### config.mk
export PLATFORM = sky130hd
export DESIGN_NAME = xchain_ctrl
export DESIGN_NICKNAME = d
export VERILOG_FILES = /design/src/rtl/xchain_pkg.sv /design/src/rtl/xchain_token.sv /design/src/rtl/xchain_level.sv /design/src/rtl/xchain_ctrl.sv
export SDC_FILE = /design/constraint.sdc
export NUM_CORES = 1
export LEC_CHECK = 0
export BUFFER_PORTS_ARGS = -buffer_cell sky130_fd_sc_hd__buf_2
export CAP_MARGIN = 20
export CORE_MARGIN = 2
export CORE_UTILIZATION = 54
export DETAILED_ROUTE_END_ITERATION = 6
export PLACE_DENSITY = 0.81
export SLEW_MARGIN = 10
export SYNTH_ARGS = -nofsm -noshare
export SYNTH_HDL_FRONTEND = slang
export SYNTH_SLANG_ARGS = --single-unit
### constraint.sdc
create_clock -name clk -period 5.8 [get_ports clk]
set_clock_uncertainty 0.05 [all_clocks]
set_input_delay 0 -clock clk [delete_from_list [all_inputs] [get_ports clk]]
set_output_delay 0 -clock clk [all_outputs]
set_load 0.05 [all_outputs]
### src/rtl/xchain_pkg.sv
package xchain_pkg;
  function automatic int ptr_w(input int depth);
    return (depth > 1) ? $clog2(depth) : 1;
  endfunction
  function automatic int lvl_w(input int depth);
    return $clog2(depth + 1);
  endfunction
endpackage

### src/rtl/xchain_token.sv
module xchain_token
  import xchain_pkg::*;
#(
  parameter int DEPTH   = 16,
  parameter bit CHAINED = 1'b1
) (
  input  logic                     clk,
  input  logic                     rst,
  input  logic                     first_load,
  input  logic                     x_in,
  input  logic                     req,
  input  logic                     blocked,
  output logic                     own,
  output logic                     fire,
  output logic [ptr_w(DEPTH)-1:0]  ptr,
  output logic                     x_out
);
  localparam int PW = ptr_w(DEPTH);
  localparam logic [PW-1:0] LAST = PW'(DEPTH - 1);

  logic at_last;
  assign at_last = (ptr == LAST);
  assign fire    = own && req && !blocked;

  always_ff @(posedge clk) begin
    if (rst) begin
      own   <= CHAINED ? !first_load : 1'b1;
      ptr   <= '0;
      x_out <= 1'b0;
    end else begin
      x_out <= 1'b0;
      if (fire) ptr <= at_last ? '0 : ptr + 1'b1;
      if (CHAINED) begin
        if (fire && at_last) begin
          own   <= 1'b0;
          x_out <= 1'b1;
        end
        if (x_in) own <= 1'b1;
      end
    end
  end

  assert_ptr_wrap_R7: assert property (@(posedge clk) disable iff (rst)
    (fire && at_last) |=> (ptr == '0));

  generate
    if (CHAINED) begin : g_chk_chain
      assert_pulse_one_cycle_R4: assert property (@(posedge clk) disable iff (rst)
        x_out |=> !x_out);
      assert_release_with_pulse_R5: assert property (@(posedge clk) disable iff (rst)
        $fell(own) |-> x_out);
      assert_take_on_pulse_R6: assert property (@(posedge clk) disable iff (rst)
        x_in |=> own);
    end else begin : g_chk_single
      assert_always_owner_R8: assert property (@(posedge clk) disable iff (rst)
        own && !x_out);
    end
  endgenerate
endmodule

### src/rtl/xchain_level.sv
module xchain_level
  import xchain_pkg::*;
#(
  parameter int DEPTH = 16
) (
  input  logic clk,
  input  logic rst,
  input  logic wr_fire,
  input  logic rd_fire,
  output logic full,
  output logic empty,
  output logic half_full
);
  localparam int LW = lvl_w(DEPTH);
  localparam logic [LW-1:0] TOP  = LW'(DEPTH);
  localparam logic [LW-1:0] HALF = LW'(DEPTH / 2);

  logic [LW-1:0] level, level_nxt;

  always_comb begin
    level_nxt = level;
    if (wr_fire && !rd_fire) level_nxt = level + 1'b1;
    else if (rd_fire && !wr_fire) level_nxt = level - 1'b1;
  end

  always_ff @(posedge clk) begin
    if (rst) begin
      level     <= '0;
      half_full <= 1'b0;
    end else begin
      level     <= level_nxt;
      half_full <= (level_nxt > HALF);
    end
  end

  assign full  = (level == TOP);
  assign empty = (level == '0);

  assert_level_bound_R9: assert property (@(posedge clk) disable iff (rst)
    level <= TOP);
  assert_no_wr_when_full_R9: assert property (@(posedge clk) disable iff (rst)
    full |-> !wr_fire);
  assert_hf_not_empty_R8: assert property (@(posedge clk) disable iff (rst)
    half_full |-> !empty);
endmodule

### src/rtl/xchain_ctrl.sv
module xchain_ctrl
  import xchain_pkg::*;
#(
  parameter int DEPTH   = 16,
  parameter bit CHAINED = 1'b1
) (
  input  logic                    clk,
  input  logic                    rst,
  input  logic                    first_load,
  input  logic                    wr_xin,
  input  logic                    rd_xin,
  input  logic                    wr_req,
  input  logic                    rd_req,
  output logic                    wr_go,
  output logic                    rd_go,
  output logic [ptr_w(DEPTH)-1:0] wr_addr,
  output logic [ptr_w(DEPTH)-1:0] rd_addr,
  output logic                    wr_owner,
  output logic                    rd_owner,
  output logic                    slice_full,
  output logic                    slice_empty,
  output logic                    xo_hf,
  output logic                    rd_xout
);
  logic wr_pulse, rd_pulse, half_full;

  xchain_token #(.DEPTH(DEPTH), .CHAINED(CHAINED)) u_wr_tok (
    .clk(clk), .rst(rst), .first_load(first_load), .x_in(wr_xin),
    .req(wr_req), .blocked(slice_full), .own(wr_owner), .fire(wr_go),
    .ptr(wr_addr), .x_out(wr_pulse));

  xchain_token #(.DEPTH(DEPTH), .CHAINED(CHAINED)) u_rd_tok (
    .clk(clk), .rst(rst), .first_load(first_load), .x_in(rd_xin),
    .req(rd_req), .blocked(slice_empty), .own(rd_owner), .fire(rd_go),
    .ptr(rd_addr), .x_out(rd_pulse));

  xchain_level #(.DEPTH(DEPTH)) u_level (
    .clk(clk), .rst(rst), .wr_fire(wr_go), .rd_fire(rd_go),
    .full(slice_full), .empty(slice_empty), .half_full(half_full));

  generate
    if (CHAINED) begin : g_pin_chain
      assign xo_hf = wr_pulse;
    end else begin : g_pin_single
      assign xo_hf = half_full;
    end
  endgenerate
  assign rd_xout = rd_pulse;

  assert_wr_gated_R2: assert property (@(posedge clk) disable iff (rst)
    wr_go |-> (wr_owner && !slice_full));
  assert_rd_gated_R3: assert property (@(posedge clk) disable iff (rst)
    rd_go |-> (rd_owner && !slice_empty));
  assert_flags_exclusive_R9: assert property (@(posedge clk) disable iff (rst)
    !(slice_full && slice_empty));
endmodule

==> impl_metrics.tcl <==
set metrics [dict create \
    status "finished, final reports clean" \
    cts_buffers 3 \
    viasPerCell 5.81 \
    synth.ff_latch_count 17 \
    relSlewSlack_pct 61.4 \
    cp-end-kind "flip-flop" \
    drc 0 \
    hpwlAfterDp_mm 1.28 \
    ys_types 36 \
    die_h_um 44.9 \
    firstDrtPassIters 4 \
    yosys.area_share.simple_pct 21.5 \
    syn2layout_area_growth_pct 18.9 \
    synth_mux_area_share_pct 4.58 \
    synth_edf_count 2 \
    grt_pass1_wl_mm 2.90 \
    syn_inst 97 \
    worstPathMaxFanout 7 \
    hold_path.class "input pin to flip-flop" \
    ios 23 \
    powerDensity_nw_per_um2 389 \
    cts-root-buf "clkbuf_4" \
    cts_buffer_depth 2 \
    syn-num-nets 111 \
    initial_core_util_pct 58.5 \
    min_period_over_period_pct 50.9 \
    nFillCells 130 \
    cp-start-kind "flip-flop" \
    wire_per_inst_um 12.9 \
    hold_viol_final 0 \
    drv_slew 0 \
    drt-initial-drc-count 12 \
    dieArea_um2 2010 \
    tns_ns 0 \
    tightest_slew_ns 0.579 \
    cap_viol_max_count 0 \
    antenna_cells 0 \
    yosys.area_share.adder_pct 10.5 \
    setup_viol 0 \
    ys.flop_type "dfxtp_1" \
    gp_congestion 0.844 \
    cp_data_required_time_ns 5.94 \
    pre_cts_ws_ns 2.91 \
    yosysWarnings 0 \
    final_antenna_net_count 0 \
    fmax_ghz 0.339 \
    path_class "flip-flop to flip-flop" \
    drive_gt1_share_pct 26.2 \
    async_flop_share_pct 0 \
    nNetsFinal 137 \
    insertion_delay_ns 0.29 \
    vias 802 \
    overflow 0 \
    rsz0062_at_grt "no" \
    core_area_um2 1540 \
    ys_seq_area_share_pct 39.9 \
    wl_mm 1.78 \
    synth_top_family_by_area "simple AND/OR/NAND/NOR gates" \
    fin_ws_ns 2.85 \
    cts_tree "built" \
    final_area_um2 1070 \
    grt_pass1_vias 722 \
    syn-cell-area_um2 902 \
    fin_util_pct 69.6 \
    irDropWorstVdd_v 0.000277 \
    synth-xor-area-share_pct 3.88 \
    place.port_buffers 22 \
    ctsResizeCount 0 \
    antenna_found_initial 0 \
    period_minus_slack_ns 2.95 \
    htree_levels 1 \
    dieWidth_um 44.9 \
    avgSynthCellArea_um2 9.30 \
    arrival_ns 3.09 \
    synth_compound_area_share_pct 16.2 \
    cts_setup_buffers 0 \
    leakagePower_uw 0.000473 \
    clock-sinks 17 \
    track_usage_pct 19.9 \
    dpl-instance-area_um2 1020 \
    rows 14 \
    grt_start_max_net_pins 23 \
    clkSlewWorstSetupHoldPaths_ns 0.10 \
]
-- worst max-delay path, stage by stage (launching register included) --
cell and delay [ns]:
dfxtp_1 0.38, nor4_1 0.54, a21oi_1 0.32, ha_1 0.31, inv_1 0.16, ha_1 0.29, a21oi_1 0.18, a211oi_1 0.10
a31oi_1 0.17, mux2_2 0.35
-- sequential cells by signal (all words and copies together), names as in the netlist --
name            count
u_wr_tok.x_out      1
u_level.level       5
u_wr_tok.own        1
u_rd_tok.own        1
u_wr_tok.ptr        4
u_rd_tok.ptr        4
u_rd_tok.x_out      1
-- metal layers --
layer  global-route usage, %  up-vias  share of wire [%]
met5                       0        -                  0
met4                    12.4        0                1.9
met3                    2.40        4                5.2
met2                    33.6       31                 47
met1                    24.1      367                 46
li1                        -      400                  -
-- repair_timing --
item | in CTS | in global routing
hold buffers | 3 | 0
setup endpoints to repair | 0 | 0
hold endpoints to repair | 4 | 0
-- kinds of logic after synthesis --
group,count (synthesis)
buffers and inverters,7
muxes,4
xor gates and xnor gates,4
adders and majority gates,7
AOI/OAI and AO/OA,20
DFF,17
and+or+nand+nor,38
-- per-stage QoR --
stage | cells | total power [uW] | hold slack, ns
2_1_floorplan | 97 | 317 | 0.147
3_3_place_gp | 131 | 347 | 0.253
3_5_place_dp | 131 | 354 | 0.259
4_1_cts | 138 | 419 | 0.000629
5_1_grt | 138 | 444 | 0.00959
6_report | 138 | 417 | 0.0122
-- layout by cell type (no fill, tap or decap), types with 2 or more instances in the layout --
master / instances
dlygate4sd3_1: 3
a21oi_1: 10
dfxtp_1: 15
buf_2: 22
edfxtp_1: 2
a31oi_1: 2
mux2i_1: 3
clkbuf_4: 3
inv_1: 2
nor2_1: 15
nand3_1: 2
xnor2_1: 2
ha_1: 6
nor3_1: 3
a211oi_1: 2
xor2_1: 2
nand2_1: 7
nor4_1: 2
-- area by class of cell --
class / instances / area [um2] / area share (%)
Inverter: 3 / 13.8 / 1.28
Sequential cell: 17 / 360 / 33.6
Timing Repair Buffer: 25 / 140 / 13.1
Clock buffer: 4 / 26.3 / 2.45
Tap cell: 16 / 20.0 / 1.87
Multi-Input combinational cell: 73 / 512 / 47.7
-- synth_stat cells, drive strengths merged, types with 2 or more instances --
library cell / count / share of area [%]
mux2i: 3 / 3.3
nand3: 2 / 1.1
a41oi: 2 / 2.8
dfxtp: 15 / 33
buf: 2 / 0.97
nand2: 7 / 2.9
edfxtp: 2 / 6.7
clkbuf: 2 / 0.83
nor4: 2 / 1.4
nor3: 4 / 2.8
a21oi: 10 / 5.5
xnor2: 2 / 1.9
xor2: 2 / 1.9
a31oi: 2 / 1.4
ha: 6 / 8.3
nor2: 15 / 6.2
a211oi: 2 / 1.7
inv: 3 / 1.5
-- report_power, final --
part           leakage (uW)  switching (uW)  total, uW  internal, uW
Clock             0.0000150            37.0       63.8          26.8
Sequential         0.000142            24.0        159           135
Combinational      0.000316             123        194          70.8
-- path summary, 6_finish.rpt --
| check | from | endpoint | slack (ns) | depth (start not counted) |
|---|---|---|---|---|
| max | u_level.level[0] | u_level.level[4] | 2.85 | 9 |
| min | rd_req | u_rd_tok.x_out | 0.01 | 3 |
| max reg2reg | u_level.level[0] | u_level.level[4] | 2.85 | 9 |
| min reg2reg | u_rd_tok.ptr[1] | u_rd_tok.ptr[1] | 0.48 | 2 |
Power figures use the tool's default switching activity.
